[src/rtl/psc_pkg.sv]
`timescale 1ns/1ps
package psc_pkg;
  typedef enum logic [2:0] {
    STG_FETCH  = 3'd0,
    STG_DECODE = 3'd1,
    STG_EXEC   = 3'd2,
    STG_MEM    = 3'd3,
    STG_ALIGN  = 3'd4,
    STG_WB     = 3'd5
  } stage_e;

  localparam int unsigned PSC_STAGES      = 6;
  localparam int unsigned PSC_DEC_IDX     = int'(STG_DECODE);
  localparam int unsigned PSC_ALN_IDX     = int'(STG_ALIGN);
  localparam int unsigned PSC_FLUSH_DEPTH = 2;
endpackage

[src/rtl/psc_hold_mask.sv]
`timescale 1ns/1ps
module psc_hold_mask #(
  parameter int unsigned N_STG   = 6,
  parameter int unsigned DEC_IDX = 1,
  parameter int unsigned ALN_IDX = 4
) (
  input  logic             dec_req_i,
  input  logic             aln_req_i,
  output logic [N_STG-1:0] hold_o
);
  // A request freezes its own stage and every stage before it.
  for (genvar k = 0; k < N_STG; k++) begin : g_mask
    logic by_dec;
    logic by_aln;
    if (k <= DEC_IDX) begin : g_d
      assign by_dec = dec_req_i;
    end else begin : g_nd
      assign by_dec = 1'b0;
    end
    if (k <= ALN_IDX) begin : g_a
      assign by_aln = aln_req_i;
    end else begin : g_na
      assign by_aln = 1'b0;
    end
    assign hold_o[k] = by_dec | by_aln;
  end
endmodule

[src/rtl/psc_valid_stage.sv]
`timescale 1ns/1ps
module psc_valid_stage #(
  parameter bit KILLABLE = 1'b0
) (
  input  logic clk,
  input  logic rst,
  input  logic kill_i,
  input  logic hold_self_i,
  input  logic hold_prev_i,
  input  logic prev_valid_i,
  output logic valid_o
);
  logic kill_eff;
  assign kill_eff = KILLABLE & kill_i;

  always_ff @(posedge clk) begin
    if (rst)              valid_o <= 1'b0;
    else if (kill_eff)    valid_o <= 1'b0;
    else if (hold_self_i) valid_o <= valid_o;
    else if (hold_prev_i) valid_o <= 1'b0;   // upstream frozen: bubble
    else                  valid_o <= prev_valid_i;
  end
endmodule

[src/rtl/psc_pipe_ctl.sv]
`timescale 1ns/1ps
module psc_pipe_ctl
  import psc_pkg::*;
#(
  parameter int unsigned N_STG       = PSC_STAGES,
  parameter int unsigned DEC_IDX     = PSC_DEC_IDX,
  parameter int unsigned ALN_IDX     = PSC_ALN_IDX,
  parameter int unsigned FLUSH_DEPTH = PSC_FLUSH_DEPTH
) (
  input  logic             clk,
  input  logic             rst,
  input  logic             fetch_valid_i,
  input  logic             dec_stall_i,
  input  logic             aln_stall_i,
  input  logic             flush_i,
  output logic [N_STG-1:0] adv_o,
  output logic [N_STG-1:0] valid_o,
  output logic             retire_o
);
  localparam int unsigned LAST = N_STG - 1;

  logic [N_STG-1:0] hold;

  psc_hold_mask #(
    .N_STG  (N_STG),
    .DEC_IDX(DEC_IDX),
    .ALN_IDX(ALN_IDX)
  ) u_mask (
    .dec_req_i(dec_stall_i),
    .aln_req_i(aln_stall_i),
    .hold_o   (hold)
  );

  assign adv_o = ~hold;

  for (genvar k = 0; k < N_STG; k++) begin : g_stage
    logic prev_v;
    logic prev_h;
    if (k == 0) begin : g_head
      assign prev_v = fetch_valid_i;
      assign prev_h = 1'b0;
    end else begin : g_body
      assign prev_v = valid_o[k-1];
      assign prev_h = hold[k-1];
    end
    psc_valid_stage #(
      .KILLABLE(k < FLUSH_DEPTH)
    ) u_stg (
      .clk         (clk),
      .rst         (rst),
      .kill_i      (flush_i),
      .hold_self_i (hold[k]),
      .hold_prev_i (prev_h),
      .prev_valid_i(prev_v),
      .valid_o     (valid_o[k])
    );
  end

  assign retire_o = valid_o[LAST];

  // ---------------- assertions ----------------
  p_reset_clear_r1: assert property (@(posedge clk)
    rst |=> (valid_o == '0 && !retire_o));

  p_flow_shift_r2: assert property (@(posedge clk) disable iff (rst)
    (!dec_stall_i && !aln_stall_i && !flush_i) |=>
      (valid_o[LAST:1] == $past(valid_o[LAST-1:0]) &&
       valid_o[0] == $past(fetch_valid_i)));

  p_align_freeze_r4: assert property (@(posedge clk) disable iff (rst)
    (aln_stall_i && !flush_i) |=>
      valid_o[ALN_IDX:0] == $past(valid_o[ALN_IDX:0]));

  p_wb_drain_r5: assert property (@(posedge clk) disable iff (rst)
    aln_stall_i |=> !retire_o);

  p_dec_bubble_r6: assert property (@(posedge clk) disable iff (rst)
    (dec_stall_i && !aln_stall_i && !flush_i) |=>
      (!valid_o[DEC_IDX+1] &&
       valid_o[DEC_IDX:0] == $past(valid_o[DEC_IDX:0])));

  p_flush_front_r8: assert property (@(posedge clk) disable iff (rst)
    flush_i |=> valid_o[FLUSH_DEPTH-1:0] == '0);

  p_wb_moves_r9: assert property (@(posedge clk) disable iff (rst)
    adv_o[LAST]);
endmodule

[config.mk]
export PLATFORM = sky130hd
export DESIGN_NAME = psc_pipe_ctl
export DESIGN_NICKNAME = d
export VERILOG_FILES = /design/src/rtl/psc_pkg.sv /design/src/rtl/psc_hold_mask.sv /design/src/rtl/psc_valid_stage.sv /design/src/rtl/psc_pipe_ctl.sv
export SDC_FILE = /design/constraint.sdc
export NUM_CORES = 1
export LEC_CHECK = 0
export BUFFER_PORTS_ARGS = -buffer_cell sky130_fd_sc_hd__buf_2
export CAP_MARGIN = 30
export CORE_AREA = 3 3 40 42
export DETAILED_ROUTE_END_ITERATION = 8
export DIE_AREA = 0 0 43 45
export PLACE_DENSITY = 0.55
export SLEW_MARGIN = 20
export SYNTH_ARGS = -nofsm -noshare
export SYNTH_HDL_FRONTEND = slang
export SYNTH_SLANG_ARGS = --single-unit
[constraint.sdc]
create_clock -name clk -period 1.69 [get_ports clk]
set_input_delay 0.169 -clock clk [delete_from_list [all_inputs] [get_ports clk]]
set_output_delay 0.169 -clock clk [all_outputs]
set_load 0.01 [all_outputs]
**Word level (Yosys, flattened, before mapping)**

Index checks and enable logic that the tools add are counted.

- Add/subtract/negate cells: 0
- Multiply operators: 0
- Div/mod/pow operators: 0
- $lt $le $gt $ge: 0
- Eq/ne operators: 0
- Shift-type cells: 0
- Muxes and demuxes: 1
- Bitwise logic cells: 2
- Reduce and logical (&&, ||, !) cells: 2

Operators by type and width:

| kind | count |
|---|---|
| 5-bit inverter with 6-bit output | 1 |
| 2-bit OR reduction | 2 |
| 1-bit 2-to-1 mux | 1 |
| 1-bit bitwise OR | 1 |

- Flip-flop bits (word level): 6
- Latch bits: 0
- Memory bits (writable): 0
- Memory bits (read-only): 0
- Input bits: 6
- Output and inout bits: 13
- Memories kept: 0

**Longest topological paths before layout**

- Depth after elaboration: 2
- Mapped depth: 3
- Depth with buffers taken out: 2

**Modules after synthesis**

A second synthesis with hierarchy kept.

- Cell total of the unflattened synthesis: 44
- Area total of the unflattened synthesis: 359.1 µm²

By module, submodules not included:

| module | instances | cells an instance | area each (µm²) | seq. area each (µm²) |
|---|---|---|---|---|
| psc_valid_stage (g_stage[2].u_stg ...) | 4 | 4 | 37.5 | 20.0 |
| psc_valid_stage (g_stage[0].u_stg ...) | 2 | 4 | 45.0 | 20.0 |
| psc_pipe_ctl | 1 | 13 | 71.3 | 0.0 |
| psc_hold_mask | 1 | 7 | 47.5 | 0.0 |

**Least setup slack after synthesis**

OpenSTA, ideal clock, no wires.

- Path kind: reg-to-reg
- Start point: register g_stage[0].u_stg.valid_o
- End point: register g_stage[1].u_stg.valid_o
- Library setup time: 79 ps
- Data arrival time: 819 ps
- Path slack: 792 ps
- Cell stages (with the launch flop): 3
- Buffers on the path: 0
- Period minus slack after synthesis: 898 ps
- Cell sequence: dfxtp_1 > or3b_1 > a211oi_2

RTL lines:

| element | RTL line | text |
|---|---|---|
| start: declaration | psc_valid_stage.sv:11 | `output logic valid_o` |
| start signal: assignment | psc_valid_stage.sv:19 | `else if (hold_self_i) valid_o <= valid_o;` |
| start signal: assignment | psc_valid_stage.sv:21 | `else valid_o <= prev_valid_i;` |
| end signal: assignment | psc_valid_stage.sv:19 |  |
| end signal: assignment | psc_valid_stage.sv:21 |  |
| end: declaration | psc_valid_stage.sv:11 |  |

==> results.cfg <==
[cts]
root_buffer = clkbuf_4
clk_pin_slew_ns = 0.04
cts_buffers = 3
clk-insertion-delay-late_ns = 0.24
cts_hold_buf = 0
clockBufferDepth = 2
clock_sinks = 6
cts_tree = yes
cts.repair.resized = 0
cts_setup_buffers = 0
htreeDepth = 1

[setup_path]
crit_family = simple AND/OR/NAND/NOR gates
crit_buf_inv = 0
cp_num_cells = 2
critPathMaxStageDelay_ns = 0.36
crit_arrival_ns = 1.11
reg2regPathDepth = 2
startpoint_type = register
required_ns = 1.85
crit_slowest_cell = or3b_1
path_class = reg2reg
cp_cell_sequence = or3b_1 -> a211oi_2
cp-end-kind = register
worstPathMaxFanout = 3

[drt]
drc = 0
routed_wl_um = 525
antenna_left = 0
drtIter0Drc = 5
vias_per_cell = 3.86
vias = 224
dr.pass1.iters = 2
wl_per_cell_um = 9.05

[timing]
slew_violations = 0
fin_skew_ns = 0.00192
min_period_over_period_pct = 55.8
tns_ns = 0
max_freq_ghz = 1.06
rsz0062_at_grt = no
hold_viol = 0
fin_crit_ns = 0.942
setup_viol = 0

[worst_hold_path]
whs_path_depth = 2
holdCritPathClass = in2reg

[yosys]
synth_area_sq_um = 318
yosysSeqAreaShare_pct = 37.8
ys.warnings.count = 0
syn_nets = 40
syn_inst = 34
avgSynthCellArea_sq_um = 9.35
ys_ff_latch = 6
yosysUniqueCellTypes = 15

[placed_design]
hpwl_um = 453
place_congestion = 0.682
io_buffers = 17

[cells_and_area]
area.growth.synth_to_final_pct = 12.6
drive_above_1_share_pct = 48.8
nets = 51
n_antenna_cell = 0
utilization_pct = 27.8
largestRegisters = g_stage.u_stg.valid_o (6)
largest_reg_flops = 6
regMostFlops = g_stage.u_stg.valid_o

[job]
cap_viol_max_count = 0

[floorplan]
row_count = 13
initial_core_util_pct = 24.7
fp.dieW_um = 43
pin_count = 19
dieArea_sq_mm = 0.00194
die_y_um = 45
core_sq_mm = 0.00128

[power]
static-leakage-power_nw = 0.177
pwr_density_cell_mw_per_mm2 = 831
ir_worst_vdd_mv = 0.371

[grt]
overflow = 0
grt.total_usage_pct = 6.16
antenna_found_initial = 0
first_global_vias = 181
grt_max_degree = 12
grt_pass1_wl_um = 828

[status]
status = complete, no violations
## logic make-up (layout without fill, tap and decap cells)
kind of cell           after synthesis  in the layout  share of synthesized area, %
multiplexers                         2              2                          6.30
other                                1              1                          1.18
flip-flops                           6              6                          37.8
AO/OA/AOI/OAI                        5              5                          11.0
AND/OR/NAND/NOR                      8              8                          15.4
buffers and inverters               12             21                          28.3
## cells in the mapped netlist, drive strengths merged
library cell,n,area share (%)
or3b,3,8.3
dfxtp,6,38
nor2,3,3.5
buf,11,27
a21oi,1,1.6
nand2,1,1.2
inv,1,1.2
o21ai,2,3.1
conb,1,1.2
mux2i,2,6.3
a211oi,2,6.3
nor3b,1,2.4
## report_power, final
part | internal, W | switching (W) | leakage [nW]
logic | 0.0000112 | 0.0000169 | 0.115
registers | 0.000143 | 0.000000395 | 0.0484
clock network | 0.0000799 | 0.0000461 | 0.0138
total | 0.000234 | 0.0000634 | 0.177
## worst reg2reg max path: cells and delay by family, from the launching register on
| family | cells | cell delay, ns |
|---|---|---|
| AO/OA/AOI/OAI | 1 | 0.17 |
| AND/OR/NAND/NOR | 1 | 0.36 |
| flip-flops | 1 | 0.34 |
## path summary, 6_finish.rpt
kind	slack, ns	from	endpoint
min reg2reg	0.47	g_stage[2].u_stg.valid_o	g_stage[2].u_stg.valid_o
max	0.75	g_stage[0].u_stg.valid_o	g_stage[1].u_stg.valid_o
max reg2reg	0.75	g_stage[0].u_stg.valid_o	g_stage[1].u_stg.valid_o
min	0.10	flush_i	g_stage[1].u_stg.valid_o
## area by class of cell
cell class                      instances  area [sq um]
Fill cell                             139           927
Sequential cell                         6           120
Multi-Input combinational cell         16           108
Timing Repair Buffer                   17          85.1
Clock buffer                            3          22.5
Tap cell                               15          18.8
Inverter                                1          3.75
## stage by stage
step | area, sq um | std cells | hold slack (ns) | power [W] | setup WS [ns]
2_1_floorplan | 318 | 34 | 0.234 | 0.000167 | 0.792
3_3_place_gp | 335 | 55 | 0.355 | 0.000174 | 0.715
3_5_place_dp | 335 | 55 | 0.356 | 0.000174 | 0.691
4_1_cts | 358 | 58 | 0.102 | 0.000304 | 0.735
5_1_grt | 358 | 58 | 0.103 | 0.000315 | 0.680
6_report | 358 | 58 | 0.104 | 0.000297 | 0.748
## metal layers
layer / vias up / part of all wire, % / track usage (%)
li1: 121 / - / -
met2: 15 / 37 / 6.29
met5: - / 0 / 0
met3: 0 / 11 / 5.58
met4: 0 / 0 / 1.81
met1: 88 / 51 / 8.67
## layout by cell type (no fill, tap or decap)
| master | Yosys | layout |
|---|---|---|
| dfxtp_1 | 6 | 6 |
| a211oi_2 | 1 | 1 |
| nor2_1 | 3 | 3 |
| o21ai_1 | 1 | 1 |
| a211oi_1 | 1 | 1 |
| nor3b_1 | 1 | 1 |
| o21ai_0 | 1 | 1 |
| nand2_1 | 1 | 1 |
| or3b_1 | 3 | 3 |
| clkbuf_4 | 0 | 3 |
| a21oi_1 | 1 | 1 |
| buf_2 | 0 | 17 |
| mux2i_1 | 2 | 2 |
| inv_1 | 1 | 1 |
| conb_1 | 1 | 1 |
No activity file was read; power rests on OpenSTA's default activity.
